File: config.mk
export PLATFORM = sky130hd
export DESIGN_NAME = wdw_supervisor
export DESIGN_NICKNAME = d
export VERILOG_FILES = /design/src/rtl/wdw_pkg.sv /design/src/rtl/wdw_edge_sync.sv /design/src/rtl/wdw_window_timer.sv /design/src/rtl/wdw_pulse_gen.sv /design/src/rtl/wdw_fail_counter.sv /design/src/rtl/wdw_supervisor.sv
export SDC_FILE = /design/constraint.sdc
export NUM_CORES = 1
export LEC_CHECK = 0
export BUFFER_PORTS_ARGS = -buffer_cell sky130_fd_sc_hd__buf_2
export CAP_MARGIN = 20
export CORE_UTILIZATION = 60
export CTS_CLUSTER_SIZE = 30
export DETAILED_ROUTE_END_ITERATION = 10
export GPL_ROUTABILITY_DRIVEN = 0
export PLACE_DENSITY = 0.79
export SYNTH_ARGS = -nofsm -noshare
export SYNTH_HDL_FRONTEND = slang
export SYNTH_SLANG_ARGS = --single-unit
File: constraint.sdc
create_clock -name clk -period 1.1 [get_ports clk]
set_input_delay 0.275 -clock clk [delete_from_list [all_inputs] [get_ports clk]]
set_output_delay 0.275 -clock clk [all_outputs]
set_load 0.01 [all_outputs]
File: src/rtl/wdw_pkg.sv
package wdw_pkg;

  typedef enum logic [2:0] {
    WS_IDLE   = 3'd0,
    WS_PULSE  = 3'd1,
    WS_FIRST  = 3'd2,
    WS_STEADY = 3'd3,
    WS_HALT   = 3'd4
  } wdw_state_e;

  function automatic int unsigned max2(input int unsigned a, input int unsigned b);
    return (a > b) ? a : b;
  endfunction

endpackage

File: src/rtl/wdw_edge_sync.sv
module wdw_edge_sync #(
  parameter int unsigned STAGES = 2
) (
  input  logic clk,
  input  logic rst_n,
  input  logic trig_i,
  output logic edge_o
);
  logic [STAGES-1:0] sync_q, sync_d;
  logic              last_q, last_d;

  // shift chain for the asynchronous line
  generate
    if (STAGES == 1) begin : g_single
      assign sync_d = trig_i;
    end else begin : g_chain
      assign sync_d = {sync_q[STAGES-2:0], trig_i};
    end
  endgenerate

  assign last_d = sync_q[STAGES-1];

  always_ff @(posedge clk or negedge rst_n) begin
    if (!rst_n) begin
      sync_q <= '0;
      last_q <= 1'b0;
    end else begin
      sync_q <= sync_d;
      last_q <= last_d;
    end
  end

  // either direction of change is one trigger
  assign edge_o = sync_q[STAGES-1] ^ last_q;

endmodule

File: src/rtl/wdw_window_timer.sv
module wdw_window_timer #(
  parameter int unsigned FIRST_TICKS = 500,
  parameter int unsigned MIN_TICKS   = 200,
  parameter int unsigned MAX_TICKS   = 300
) (
  input  logic clk,
  input  logic rst_n,
  input  logic restart_i,
  input  logic run_i,
  input  logic first_i,
  input  logic tick_i,
  output logic expire_o,
  output logic too_soon_o
);
  localparam int unsigned TOP = wdw_pkg::max2(FIRST_TICKS, MAX_TICKS);
  localparam int unsigned CW  = $clog2(TOP + 1);

  logic [CW-1:0] cnt_q, cnt_d;
  logic [CW-1:0] limit;
  logic          cnt_en;

  assign limit      = first_i ? CW'(FIRST_TICKS) : CW'(MAX_TICKS);
  assign expire_o   = run_i && tick_i && (cnt_q >= limit);
  assign too_soon_o = !first_i && (cnt_q < CW'(MIN_TICKS));
  assign cnt_en     = run_i && tick_i && (cnt_q < limit);

  always_comb begin
    cnt_d = cnt_q;
    if (restart_i) begin
      cnt_d = '0;
    end else if (cnt_en) begin
      cnt_d = cnt_q + CW'(1);
    end
  end

  always_ff @(posedge clk or negedge rst_n) begin
    if (!rst_n) begin
      cnt_q <= '0;
    end else begin
      cnt_q <= cnt_d;
    end
  end

  // elapsed count never passes the window bound while watching
  a_r2_count_within_window: assert property (@(posedge clk) disable iff (!rst_n)
    run_i |-> (cnt_q <= limit));

  // a restart always brings the count back to zero
  a_r4_restart_zeroes: assert property (@(posedge clk) disable iff (!rst_n)
    restart_i |=> (cnt_q == '0));

endmodule

File: src/rtl/wdw_pulse_gen.sv
module wdw_pulse_gen #(
  parameter int unsigned W_SEL0 = 20,
  parameter int unsigned W_SEL1 = 10,
  parameter int unsigned W_SEL2 = 5,
  parameter int unsigned W_SEL3 = 1
) (
  input  logic       clk,
  input  logic       rst_n,
  input  logic       start_i,
  input  logic       abort_i,
  input  logic [1:0] sel_i,
  input  logic       tick_i,
  output logic       pulse_o,
  output logic       done_o
);
  localparam int unsigned WMAX = wdw_pkg::max2(wdw_pkg::max2(W_SEL0, W_SEL1),
                                               wdw_pkg::max2(W_SEL2, W_SEL3));
  localparam int unsigned PW   = $clog2(WMAX + 1);

  logic          busy_q, busy_d;
  logic [PW-1:0] cnt_q, cnt_d;
  logic [PW-1:0] len_q, len_d;
  logic [PW-1:0] sel_len;

  always_comb begin
    unique case (sel_i)
      2'd0:    sel_len = PW'(W_SEL0);
      2'd1:    sel_len = PW'(W_SEL1);
      2'd2:    sel_len = PW'(W_SEL2);
      default: sel_len = PW'(W_SEL3);
    endcase
  end

  assign done_o = busy_q && tick_i && ((cnt_q + PW'(1)) == len_q);

  always_comb begin
    busy_d = busy_q;
    cnt_d  = cnt_q;
    len_d  = len_q;
    if (abort_i) begin
      busy_d = 1'b0;
    end else if (start_i) begin
      busy_d = 1'b1;
      cnt_d  = '0;
      len_d  = sel_len;
    end else if (busy_q && tick_i) begin
      if (done_o) begin
        busy_d = 1'b0;
      end else begin
        cnt_d = cnt_q + PW'(1);
      end
    end
  end

  always_ff @(posedge clk or negedge rst_n) begin
    if (!rst_n) begin
      busy_q <= 1'b0;
      cnt_q  <= '0;
      len_q  <= '0;
    end else begin
      busy_q <= busy_d;
      cnt_q  <= cnt_d;
      len_q  <= len_d;
    end
  end

  assign pulse_o = busy_q;

  // the tick count inside a pulse stays below its latched length
  a_r6_count_below_len: assert property (@(posedge clk) disable iff (!rst_n)
    busy_q |-> (cnt_q < len_q));

  // the pulse drops on the edge after its last tick
  a_r6_ends_after_done: assert property (@(posedge clk) disable iff (!rst_n)
    (done_o && !start_i && !abort_i) |=> !pulse_o);

endmodule

File: src/rtl/wdw_fail_counter.sv
module wdw_fail_counter #(
  parameter int unsigned LIMIT = 5
) (
  input  logic clk,
  input  logic rst_n,
  input  logic clr_i,
  input  logic fail_i,
  output logic final_o
);
  localparam int unsigned CW = $clog2(LIMIT);

  logic [CW-1:0] cnt_q, cnt_d;

  assign final_o = (cnt_q == CW'(LIMIT - 1));

  always_comb begin
    cnt_d = cnt_q;
    if (clr_i) begin
      cnt_d = '0;
    end else if (fail_i && !final_o) begin
      cnt_d = cnt_q + CW'(1);
    end
  end

  always_ff @(posedge clk or negedge rst_n) begin
    if (!rst_n) begin
      cnt_q <= '0;
    end else begin
      cnt_q <= cnt_d;
    end
  end

  // the count never runs past the give-up point
  a_r8_count_below_limit: assert property (@(posedge clk) disable iff (!rst_n)
    cnt_q < CW'(LIMIT));

  // a clear request empties the count
  a_r7_clear_empties: assert property (@(posedge clk) disable iff (!rst_n)
    clr_i |=> (cnt_q == '0));

endmodule

File: src/rtl/wdw_supervisor.sv
module wdw_supervisor #(
  parameter int unsigned FIRST_WIN_TICKS = 500,
  parameter int unsigned MIN_GAP_TICKS   = 200,
  parameter int unsigned MAX_GAP_TICKS   = 300,
  parameter int unsigned PW_SEL0_TICKS   = 20,
  parameter int unsigned PW_SEL1_TICKS   = 10,
  parameter int unsigned PW_SEL2_TICKS   = 5,
  parameter int unsigned PW_SEL3_TICKS   = 1,
  parameter int unsigned FAIL_LIMIT      = 5,
  parameter int unsigned SYNC_STAGES     = 2
) (
  input  logic       clk,
  input  logic       rst_n,
  input  logic       tick_i,
  input  logic       trig_i,
  input  logic       enable_i,
  input  logic       clear_i,
  input  logic [1:0] width_sel_i,
  output logic       rst_pulse_o,
  output logic       off_req_n_o,
  output logic       wd_fault_o
);
  import wdw_pkg::*;

  // reset: asserted asynchronously, released on a clock edge
  logic [1:0] rsync_q;
  logic       rst_int_n;

  always_ff @(posedge clk or negedge rst_n) begin
    if (!rst_n) begin
      rsync_q <= 2'b00;
    end else begin
      rsync_q <= {rsync_q[0], 1'b1};
    end
  end

  assign rst_int_n = rsync_q[1];

  wdw_state_e state_q, state_d;
  logic       fault_q, fault_d;
  logic       off_n_q, off_n_d;

  logic trig_edge;
  logic expire, too_soon;
  logic watching, early, good, fail;
  logic restart, pulse_start, pulse_done, pulse_on;
  logic last_fail;

  wdw_edge_sync #(
    .STAGES (SYNC_STAGES)
  ) u_edge (
    .clk    (clk),
    .rst_n  (rst_int_n),
    .trig_i (trig_i),
    .edge_o (trig_edge)
  );

  wdw_window_timer #(
    .FIRST_TICKS (FIRST_WIN_TICKS),
    .MIN_TICKS   (MIN_GAP_TICKS),
    .MAX_TICKS   (MAX_GAP_TICKS)
  ) u_timer (
    .clk        (clk),
    .rst_n      (rst_int_n),
    .restart_i  (restart),
    .run_i      (watching),
    .first_i    (state_q == WS_FIRST),
    .tick_i     (tick_i),
    .expire_o   (expire),
    .too_soon_o (too_soon)
  );

  wdw_pulse_gen #(
    .W_SEL0 (PW_SEL0_TICKS),
    .W_SEL1 (PW_SEL1_TICKS),
    .W_SEL2 (PW_SEL2_TICKS),
    .W_SEL3 (PW_SEL3_TICKS)
  ) u_pulse (
    .clk     (clk),
    .rst_n   (rst_int_n),
    .start_i (pulse_start),
    .abort_i (!enable_i),
    .sel_i   (width_sel_i),
    .tick_i  (tick_i),
    .pulse_o (pulse_on),
    .done_o  (pulse_done)
  );

  wdw_fail_counter #(
    .LIMIT (FAIL_LIMIT)
  ) u_fails (
    .clk     (clk),
    .rst_n   (rst_int_n),
    .clr_i   (clear_i || good),
    .fail_i  (fail),
    .final_o (last_fail)
  );

  // classification of the current cycle
  assign watching    = enable_i && ((state_q == WS_FIRST) || (state_q == WS_STEADY));
  assign early       = (state_q == WS_STEADY) && trig_edge && too_soon;
  assign good        = watching && trig_edge && !early;
  assign fail        = watching && !clear_i && (early || (expire && !trig_edge));
  assign pulse_start = fail && !last_fail;
  assign restart     = ((state_q == WS_IDLE) && enable_i) || good ||
                       ((state_q == WS_PULSE) && pulse_done);

  always_comb begin
    state_d = state_q;
    if (!enable_i && (state_q != WS_HALT)) begin
      state_d = WS_IDLE;
    end else begin
      unique case (state_q)
        WS_IDLE:  state_d = WS_FIRST;
        WS_FIRST, WS_STEADY: begin
          if (fail) begin
            state_d = last_fail ? WS_HALT : WS_PULSE;
          end else if (good) begin
            state_d = WS_STEADY;
          end
        end
        WS_PULSE: if (pulse_done) state_d = WS_FIRST;
        WS_HALT:  if (clear_i) state_d = WS_IDLE;
        default:  state_d = WS_IDLE;
      endcase
    end
  end

  always_comb begin
    fault_d = fault_q;
    off_n_d = off_n_q;
    if (clear_i) begin
      fault_d = 1'b0;
      off_n_d = 1'b1;
    end else if (fail) begin
      fault_d = 1'b1;
      if (last_fail) begin
        off_n_d = 1'b0;
      end
    end
  end

  always_ff @(posedge clk or negedge rst_int_n) begin
    if (!rst_int_n) begin
      state_q <= WS_IDLE;
      fault_q <= 1'b0;
      off_n_q <= 1'b1;
    end else begin
      state_q <= state_d;
      fault_q <= fault_d;
      off_n_q <= off_n_d;
    end
  end

  assign rst_pulse_o = pulse_on;
  assign off_req_n_o = off_n_q;
  assign wd_fault_o  = fault_q;

  // a power-off request never coexists with a reset pulse
  a_r8_no_pulse_when_off: assert property (@(posedge clk) disable iff (!rst_int_n)
    !off_req_n_o |-> !rst_pulse_o);

  // once given up, stay given up until cleared
  a_r8_halt_holds: assert property (@(posedge clk) disable iff (!rst_int_n)
    (!off_req_n_o && !clear_i) |=> !off_req_n_o);

  // every failure leaves the fault flag raised
  a_r5_fault_after_fail: assert property (@(posedge clk) disable iff (!rst_int_n)
    fail |=> wd_fault_o);

  // dropping enable cuts the pulse
  a_r9_disable_ends_pulse: assert property (@(posedge clk) disable iff (!rst_int_n)
    !enable_i |=> !rst_pulse_o);

  // clear releases the power-off request and the fault flag
  a_r10_clear_releases: assert property (@(posedge clk) disable iff (!rst_int_n)
    clear_i |=> (off_req_n_o && !wd_fault_o));

endmodule

== Yosys cells after proc, flatten, opt, wreduce, memory -nomap -nowiden ==
Index checks and enable logic that the tools add are counted.

* Input bits: 8
* Bits in registers: 33
* Word-level logic and storage cells: 100
* Output and inout bits: 3

* Reduce and logical (&&, ||, !) cells: 42
* Equality and inequality tests: 15
* $lt $le $gt $ge: 3
* Bitwise operators: 1
* Muxes and demuxes: 25
* Add/subtract/negate cells: 3

{| class="wikitable"
|+ Operators by type and width
! kind !! count
|-
| two-way mux 3 bit || 8
|-
| logical AND 1 bit || 18
|-
| two-way mux 9 bit || 2
|-
| two-way mux 5 bit || 3
|-
| one-hot mux 5 bit (3 select lines) || 1
|-
| one-hot mux 3 bit (4 select lines) || 1
|-
| nonzero test 2 bit || 5
|-
| adder 9 x 1 -> 9 bit (second input constant) || 1
|-
| greater-or-equal comparator 9 bit || 1
|-
| < comparator 9 x 8 -> 1 bit (second input constant) || 1
|-
| < comparator 9 bit || 1
|-
| two-way mux 1 bit || 9
|-
| two-way mux 8 bit || 1
|-
| == test 3 x 2 -> 1 bit (second input constant) || 2
|-
| == test 3 bit (second input constant) || 2
|-
| logical NOT 1 bit || 6
|-
| != test 3 x 1 -> 1 bit (second input constant) || 2
|-
| != test 3 bit (second input constant) || 2
|-
| AND reduction 2 bit || 3
|-
| AND reduction 3 bit || 2
|-
| adder 5 x 1 -> 5 bit (second input constant) || 1
|-
| == test 5 bit || 1
|-
| logical OR 1 bit || 5
|-
| != test 4 x 3 -> 1 bit (second input constant) || 1
|-
| other kinds (10) || 10
|}

== Longest topological paths before layout ==
Gate-level depths: netlist of the first run.

* Word-level depth: 11
* Mapped depth: 11
* Mapped depth without buffers: 9

== Hierarchy ==
A second synthesis of the first run with hierarchy kept.

* Cells, all modules: 193
* Area, all modules: 1881.8 um^2

{| class="wikitable"
|+ By module, submodules not included
! module !! area each (um^2) !! times used !! cells each !! sequential area each (um^2)
|-
| wdw_window_timer || 631.9 || 1 || 69 || 225.2
|-
| wdw_pulse_gen || 585.6 || 1 || 58 || 250.2
|-
| wdw_supervisor || 387.9 || 1 || 44 || 176.4
|-
| wdw_fail_counter || 192.7 || 1 || 18 || 75.1
|-
| wdw_edge_sync || 83.8 || 1 || 4 || 75.1
|}

== Least setup slack after synthesis of the first run ==
OpenSTA, ideal clock, no wires.

* Kind: reg-to-reg
* From: reg state_q[1]
* To: reg u_pulse.len_q[0]
* Setup slack: -1.086 ns
* Arrival: 2.062 ns
* Clock period less this slack: 2.186 ns
* Path buffers: 2
* Required time: 0.975 ns
* Setup time: 0.125 ns
* Cell stages (with the launch flop): 10
* Cell sequence: dfrtp_1 -> buf_2 -> nand3b_1 -> inv_1 -> ha_1 -> a211oi_1 -> o32ai_2 -> a2bb2oi_2 -> buf_6 -> mux2_2

* Cells in the longest elaborated chain, start to end: 10
* Elaborated cells on any way between the ends: 18
* Classes of those cells: 1 x order compare; 2 x eq/ne; 1 x mux; 14 x reduce/logical

{| class="wikitable"
|+ RTL lines
! item !! RTL line !! source
|-
| start: declaration || wdw_supervisor.sv:39 || <nowiki>wdw_state_e state_q, state_d;</nowiki>
|-
| start signal: assignment || wdw_supervisor.sv:149 || <nowiki>state_q <= state_d;</nowiki>
|-
| parallel branches: the longest is 7 deep, another holds greater-or-equal comparator 9 bit || -- ||
|-
| logical AND 1 bit * || wdw_supervisor.sv:103 || <nowiki>assign fail = watching && !clear_i && (early || (expire && !trig_edge));</nowiki>
|-
| logical AND 1 bit * || wdw_supervisor.sv:104 || <nowiki>assign pulse_start = fail && !last_fail;</nowiki>
|-
| AND reduction 2 bit (no line) * || -- ||
|-
| end signal: assignment || wdw_pulse_gen.sv:63 || <nowiki>len_q <= len_d;</nowiki>
|-
| end: declaration || wdw_pulse_gen.sv:22 || <nowiki>logic [PW-1:0] len_q, len_d;</nowiki>
|}

Mark *: on every way between the ends.
A chain may end at the register's enable or synchronous reset.

== Final worst setup path of the first run ==
* From: reg state_q[0]
* To: reg state_q[0]

* Cells in the longest elaborated chain, start to end: 11
* Elaborated cells on any way between the ends: 32
* Classes of those cells: 1 x order compare; 8 x eq/ne; 4 x mux; 19 x reduce/logical

{| class="wikitable"
|+ RTL lines
! item
|-
| parallel branches: the longest is 11 deep, another holds greater-or-equal comparator 9 bit
|}

Parallel ways; which one is timed is not known.

==> summary.md, run 1 <==
| Metric | Value |
|---|---|
| Total of fill cells in the finished design | `between 150 and 200` |
| Final hold viol count | `0` |
| Final setup skew | `approximately 0.012 ns` |
| Post-route fraction of the period consumed by the critical path | `206%` |
| Maximum cell stage delay along the critical path | `0.39 ns` |
| RSZ-0062 raised after global routing | `true` |
| Result of the run | `complete, but fails checks` |
| Number of unique standard cell types used by synthesis | `50` |
| Cell-by-cell listing of the critical path | `nand3b_1, ha_1, nand4_1, o32ai_4, a21oi_1, nand4b_1, a311oi_1` |
| Total nets after synthesis | `214` |
| Leftover overflow at the end of global routing | `0` |
| Core Footprint | `3050 um2` |
| Initial cell density of the core | `62.8%` |
| Setup TNS after final layout | `-29.00 ns` |
| Die outline width | `58.5 um` |
| Overall global routing resource usage | `between 30% and 40%` |
| Average via count per standard cell | `5.91` |
| Detailed-route wire length | `slightly above 5000 um` |
| Final antenna-violating net count | `0` |
| Number of buffer cells added on primary ports | `10` |
| Worst setup path end | `state_q[0]` |
| Yosys warning total | `0` |
| Setup WS post-layout | `-1.17 ns` |
| Synthesis-stage register bit count | `32` |
| Post-detailed-placement half-perimeter wirelength | `3380 um` |
| Instance count of the mapped netlist | `slightly below 200` |
| Number of nets in the layout | `280` |
| FFs w/ async S/R, synth | `100%` |
| Setup crit start kind | `flip-flop` |
| # IOs | `11` |
| Crit path capture type | `flip-flop` |
| Max-capacitance violation count | `0` |
| FF-to-FF End | `state_q[0]` |
| Number of vias after detailed routing | `1820` |
| CTS root buf | `sky130_fd_sc_hd__clkbuf_4` |
| Final setup violation count | `30` |
| Max VDD drop | `0.676 mV` |
| First-pass DRT Iterations | `5` |
| Clock-pin slew on the worst setup and hold paths | `0.10 ns` |
| Clock H-tree levels | `2` |
| Sequential share of the synthesized area | `41.8%` |
| Y dimension of the die | `approximately 60 um` |
| Number of pins with negative max-slew slack in the final report | `0` |
| Pwr per Cell Area | `~920 nW/um2` |
| TritonCTS clock tree | `done` |
| Post-Synthesis Mean Instance Area | `~9.7 um2` |
| Share of final-layout standard cells stronger than drive strength 1 | `33.7%` |
| Die ar. | `about 3400 um2` |
| Leak pwr | `0.00117 uW` |
| Worst Tran Pin Value | `0.615 ns` |
| Cell depth of the worst flop-to-flop path | `7` |
| Wire length of the first global-routing pass | `8770 um` |
| Slew Limit Headroom | `58.4%` |
| R2R Setup Slk | `-1.17 ns` |
| Worst Setup Path Type | `reg -> reg` |
| Clock period minus final worst setup slack | `2.27 ns` |
| Number of non-filler instances in the completed layout | `308` |
| Primary FF master, synth | `sky130_fd_sc_hd__dfrtp_1` |
| Area of the mapped netlist | `1920 um2` |
| Number of placed instances, taps included | `296` |
| Number of sinks handled by clock tree synthesis | `32` |
| Per-cell routed wire length | `16.9 um` |
| Required time reported for the critical path endpoint | `1.35 ns` |
| Number of CTS-inserted buffers | `5` |
| Area added between synthesis and finish | `38.1%` |
| Hold Crit Class | `in -> reg` |
| Residual DRC | `0` |
| Clock Latency Late Sink | `0.35 ns` |
| Initial antenna violation count | `0` |
| Start of the worst register-to-register path | `state_q[0]` |
| WP data arrival | `2.52 ns` |
| First-iteration detailed-routing DRC count | `84` |
| Failing checks | `setup timing` |
| Biggest fanout along the worst timing path | `5` |
| Number of enable-type register cells in the synthesized netlist | `0` |
| # diodes | `0` |
| Number of placement rows | `20` |
| Beginning of the critical path | `state_q[0]` |
| Cell with the biggest individual delay on the critical path | `sky130_fd_sc_hd__dfrtp_1` |
| Via count of the first global-routing pass | `between 2000 and 2500` |
| Upper clock frequency limit | `0.441 GHz` |
| Clock Tree Buf Depth | `2` |
| Maximum number of pins on one net before global-route repair | `31` |
| Hold Crit Start | `trig_i` |
synthesized netlist by cell type, types with 2 or more instances:
cell                       count  area, um2
sky130_fd_sc_hd__nand2b_1      5       31.3
sky130_fd_sc_hd__nor2_1       12       45.0
sky130_fd_sc_hd__dfrtp_1      31        776
sky130_fd_sc_hd__nor3_1        4       20.0
sky130_fd_sc_hd__and4bb_2      2       25.0
sky130_fd_sc_hd__nor4b_1       2       17.5
sky130_fd_sc_hd__nand4b_1      2       17.5
sky130_fd_sc_hd__mux2i_1       5       50.1
sky130_fd_sc_hd__nand2_1      19       71.3
sky130_fd_sc_hd__ha_1          9        113
sky130_fd_sc_hd__nand3_1      10       50.1
sky130_fd_sc_hd__nor4_1        5       31.3
sky130_fd_sc_hd__buf_6         3       33.8
sky130_fd_sc_hd__a21oi_1       5       25.0
sky130_fd_sc_hd__o21ai_0      11       55.1
sky130_fd_sc_hd__and2_1        2       12.5
sky130_fd_sc_hd__a211oi_1      5       37.5
sky130_fd_sc_hd__buf_2         3       15.0
sky130_fd_sc_hd__o31ai_4       2       42.5
sky130_fd_sc_hd__xor2_1        2       17.5
sky130_fd_sc_hd__inv_1        13       48.8
sky130_fd_sc_hd__nor2b_1       2       12.5
sky130_fd_sc_hd__xnor2_1      10       87.6
sky130_fd_sc_hd__nand4_1       6       37.5
sky130_fd_sc_hd__a211o_1       2       17.5
per-stage QoR:
step                utilization (%)  setup WS [ns]  hold slack, ns  total power (uW)  cell area [um2]
floorplan                         -          -1.01         -0.0206              1500             1990
detailed placement             80.4          -1.16          0.0631              1710             2450
global placement               80.4          -1.05          0.0590              1680             2450
global route                   86.8          -1.29          0.0150              2540             2650
finish                         86.8          -1.17          0.0380              2440             2650
CTS                            86.8          -1.12          0.0371              2420             2650
layout make-up:
| type | instances | area [um2] | share of cell area [%] |
|---|---|---|---|
| flip-flops and latches | 32 | 802 | 30.3 |
| well taps | 44 | 55.1 | 2.08 |
| multi-input cells | 145 | 1140 | 42.9 |
| clock buffers | 8 | 58.8 | 2.22 |
| inverters | 13 | 48.8 | 1.84 |
| repair buffers | 66 | 547 | 20.6 |
layout by cell type, fill, tap and decap left out, types with 3 or more instances in the layout:
cell type	n
sky130_fd_sc_hd__dfrtp_1	31
sky130_fd_sc_hd__clkbuf_4	5
sky130_fd_sc_hd__a211oi_1	4
sky130_fd_sc_hd__inv_1	12
sky130_fd_sc_hd__buf_6	3
sky130_fd_sc_hd__mux2i_1	5
sky130_fd_sc_hd__nor3_1	4
sky130_fd_sc_hd__buf_2	8
sky130_fd_sc_hd__nand2b_1	5
sky130_fd_sc_hd__xnor2_1	10
sky130_fd_sc_hd__nand4_1	6
sky130_fd_sc_hd__o21ai_0	7
sky130_fd_sc_hd__buf_12	3
sky130_fd_sc_hd__buf_4	50
sky130_fd_sc_hd__nor2_1	12
sky130_fd_sc_hd__nor4_4	4
sky130_fd_sc_hd__nand2_1	19
sky130_fd_sc_hd__nand3_1	9
sky130_fd_sc_hd__o21ai_1	4
sky130_fd_sc_hd__ha_1	8
sky130_fd_sc_hd__a21oi_1	4
power by group:
part / switching, uW / total [uW] / internal (uW)
sequential: 29.9 / 1250 / 1220
combinational: 255 / 483 / 228
clock: 391 / 706 / 315
routing by layer:
layer	GRT usage, %	wire length, um	vias up
met1	33.1	1840	865
met4	26.5	302	0
met5	0	0	-
met2	65.0	2780	75
met3	11.2	275	34
li1	-	-	846
cells by family (layout without fill, tap and decap cells):
kind of cell	after synthesis	count (layout)	share of synthesized area, %
DFF	32	32	41.8
adders and majority gates	9	9	5.87
AOI/OAI and AO/OA	41	41	17.0
buffers and inverters	20	87	5.28
other	1	1	0.196
xor gates and xnor gates	12	12	5.48
muxes	6	6	3.20
and+or+nand+nor	76	76	21.2
registers in the layout, indices dropped and copies added, names as in the netlist:
| signal | cells |
|---|---|
| u_pulse.len_q | 4 |
| u_pulse.pulse_o | 1 |
| u_edge.last_q | 1 |
| u_timer.cnt_q | 9 |
| wd_fault_o | 1 |
| u_pulse.cnt_q | 5 |
| state_q | 3 |
| off_req_n_o | 1 |
| u_fails.cnt_q | 3 |
| u_edge.sync_q | 2 |
| rsync_q | 2 |
worst min-delay path by stage:
stage | to | slack [ns] | cells after the start
after floorplan | rsync_q[0] | -0.02 | 0
after global placement | rsync_q[1] | 0.06 | 1
final | u_edge.sync_q[0] | 0.04 | 1
after detailed placement | rsync_q[0] | 0.06 | 1
after global routing | u_edge.sync_q[0] | 0.01 | 1
after CTS | u_edge.sync_q[0] | 0.04 | 1
critical path: cells and delay by family (launching register included):
| kind | cells | cell delay [ns] |
|---|---|---|
| fa+ha+maj | 1 | 0.37 |
| compound gates | 3 | 0.84 |
| simple gates | 3 | 0.57 |
| flops | 1 | 0.39 |
timing repair:
action,4_1_cts,5_1_grt
pin swaps,2,0
hold buffers,1,0
setup endpoints to repair,30,30
gates resized for setup,10,0
gates cloned,1,0
hold endpoints to repair,2,0
buffers inserted,2,0
Power figures use the tool's default switching activity.
==> run 2, diff against run 1 <==
- CELL_PAD_IN_SITES_DETAIL_PLACEMENT: default -> 1
- CELL_PAD_IN_SITES_GLOBAL_PLACEMENT: default -> 2
- CORE_UTILIZATION: 60 -> 39
- PLACE_DENSITY: 0.79 -> default
- PLACE_DENSITY_LB_ADDON: default -> 0.1
- REMOVE_ABC_BUFFERS: default -> 1
==> run 2 against run 1 <==
Net effect: the flow still finishes with violations (setup timing); worst hold slack gained 0.061 ns; design area grew 4.8%; combinational power grew 4.3%; count of clock-buffer cells in the layout shrank 1; power grew 23%; sequential power is essentially flat; via count shrank 2.9%; critical path type unchanged; largest power group unchanged.
==> summary.md, run 2 (same netlist as run 1, synthesis figures left out) <==
| Metric | Value |
|---|---|
| Upper clock frequency limit | `0.457 GHz (+3.7%)` |
| Per-cell routed wire length | `15.9 um (-5.6%)` |
| Detailed-route wire length | `5280 um (+1.8%)` |
| Leak pwr | `0.00120 uW (+2.9%)` |
| # diodes | `0 (unchanged)` |
| Hold Crit Class | `in -> reg` |
| Power consumption | `3000 uW (+23%)` |
| Clock H-tree levels | `2 (unchanged)` |
| Share of final-layout standard cells stronger than drive strength 1 | `37.4% (+3.6 points)` |
| Max VDD drop | `0.630 mV (-6.7%)` |
| Worst Setup Path Type | `reg -> reg` |
| Number of CTS-inserted buffers | `5 (unchanged)` |
| Flip-flop count of the largest register, all copies and words added | `9 (unchanged)` |
| Leftover overflow at the end of global routing | `0 (unchanged)` |
| R2R Setup Slk | `-1.09 ns (+0.08 ns)` |
| FF-to-FF End | `state_q[0]` |
| Number of buffer cells added on primary ports | `10 (unchanged)` |
| Most common cell after layout, fill and taps aside | `sky130_fd_sc_hd__buf_4` |
| Maximum cell stage delay along the critical path | `0.40 ns (about the same)` |
| Required time reported for the critical path endpoint | `1.29 ns (-0.06 ns)` |
| Cell with the biggest individual delay on the critical path | `sky130_fd_sc_hd__dfrtp_1` |
| Final setup skew | `0.00752 ns (-0.00447 ns)` |
| Die ar. | `5200 um2 (+52%)` |
| Final setup violation count | `29 (-3.3%)` |
| Failing checks | `setup timing` |
| Setup WS post-layout | `-1.09 ns (+0.0817 ns)` |
| Cell depth of the worst flop-to-flop path | `9 (+2)` |
| Number of vias after detailed routing | `1768 (-2.9%)` |
| First-pass DRT Iterations | `4 (-1)` |
| Residual DRC | `0 (unchanged)` |
| Die outline width | `72.1 um (+23%)` |
| Final hold slack | `0.0995 ns (+0.0615 ns)` |
| Final antenna-violating net count | `0 (unchanged)` |
| Top flop regs | `u_timer.cnt_q x9, u_pulse.cnt_q x5, u_pulse.len_q x4` |
| Area added between synthesis and finish | `44.7%` |
| Y dimension of the die | `72.1 um (+23%)` |
| Core Footprint | `4720 um2 (+55%)` |
| Initial cell density of the core | `40.6% (-22 points)` |
| Beginning of the critical path | `state_q[2]` |
| Reg with most FFs | `u_timer.cnt_q` |
| Crit path capture type | `flip-flop` |
| Number of sinks handled by clock tree synthesis | `32 (unchanged)` |
| RSZ-0062 raised after global routing | `true` |
| Pwr per Cell Area | `1080 nW/um2 (+17%)` |
| Biggest fanout along the worst timing path | `4 (-1)` |
| Initial antenna violation count | `0 (unchanged)` |
| Clock period minus final worst setup slack | `2.19 ns (-0.0817 ns)` |
| WP data arrival | `2.38 ns (-0.14 ns)` |
| # IOs | `11 (unchanged)` |
| Number of pins with negative max-slew slack in the final report | `0 (unchanged)` |
| Maximum number of pins on one net before global-route repair | `31 (unchanged)` |
| TritonCTS clock tree | `done` |
| Clock Tree Buf Depth | `2 (unchanged)` |
| Util after Layout | `58.8% (-28 points)` |
| Average via count per standard cell | `5.33 (-9.9%)` |
| Post-detailed-placement half-perimeter wirelength | `3870 um (+15%)` |
| Number of nets in the layout | `281 (+0.36%)` |
| Post-route fraction of the period consumed by the critical path | `199% (-7.4 points)` |
| Max-capacitance violation count | `0 (unchanged)` |
| Overall global routing resource usage | `22.3% (-13 points)` |
| Clock Latency Late Sink | `0.28 ns (-0.07 ns)` |
| Cell-by-cell listing of the critical path | `inv_2, nand3b_1, ha_1, nand4_1, o32ai_4, buf_6, a21oi_4, nand4b_1, a311oi_1` |
| Setup crit start kind | `flip-flop` |
| Result of the run | `complete, but fails checks` |
| Post-place setup slack | `-1.30 ns (-0.133 ns)` |
| Final hold viol count | `0 (unchanged)` |
| Worst setup path end | `state_q[0]` |
| First-iteration detailed-routing DRC count | `93 (+11%)` |
| Commonest cells after routing, fill and taps aside | `sky130_fd_sc_hd__buf_4, sky130_fd_sc_hd__dfrtp_1, sky130_fd_sc_hd__nand2_1` |
| Start of the worst register-to-register path | `state_q[2]` |
| Number of placement rows | `25 (+25%)` |
| Wire length of the first global-routing pass | `8890 um (+1.3%)` |
| Clock-pin slew on the worst setup and hold paths | `0.07 ns (-0.03 ns)` |
| CTS root buf | `sky130_fd_sc_hd__clkbuf_8` |
| Via count of the first global-routing pass | `1926 (-3.7%)` |
## run 2: how the worst min path moves through the flow
stage	start	end	cells after the start
floorplan	rst_n	rsync_q[0]	0
global placement	rst_n	rsync_q[0]	1
detailed placement	rst_n	rsync_q[0]	1
CTS	trig_i	u_edge.sync_q[0]	1
global route	trig_i	u_edge.sync_q[0]	1
finish	trig_i	u_edge.sync_q[0]	1
## run 2: routing by layer
layer / global-route usage (%) / share of wire [%]
met1: 24.6 / 41
met2: 42.4 / 55
met3: 4.31 / 2.2
met4: 7.41 / 1.4
met5: 0 / 0
## run 2: through the flow
step / cell area (um2) / setup TNS, ns / cells
after floorplan: 1870 / -29.25 / 190
after global placement: 2420 / -25.42 / 320
after detailed placement: 2420 / -29.64 / 320
after CTS: 2760 / -27.99 / 332
after global routing: 2780 / -31.02 / 332
final: 2780 / -27.39 / 332
## run 2: worst max-delay path: cells and delay by family, from the launching register on
kind	cells	cell delay, ns
AO/OA/AOI/OAI	3	0.67
AND/OR/NAND/NOR	3	0.46
flip-flops	1	0.40
adder cells (fa/ha/maj)	1	0.34
buffers and inverters	2	0.24
## run 2: area by class of cell
cell class                 count  area (um2)
clock buffer                   7        96.3
clock inverter                 1        30.0
fill                         521        1950
inverter                      13        48.8
multi-input combinational    145        1170
sequential                    32         802
tap                           67        83.8
timing repair buffer          67         544
## run 2: repair_timing
item / CTS / global route
pin swaps: 10 / 4
setup endpoints to repair: 29 / 29
setup buffers: 2 / 0
hold endpoints to repair: 2 / 0
cloned: 1 / 0
hold buffers: 1 / 0
resized for setup: 34 / 6
## run 2: where the power goes
group,internal (uW),switching (uW),total (uW)
Combinational,243,261,504
Sequential,1220,29.2,1250
Clock,799,445,1240
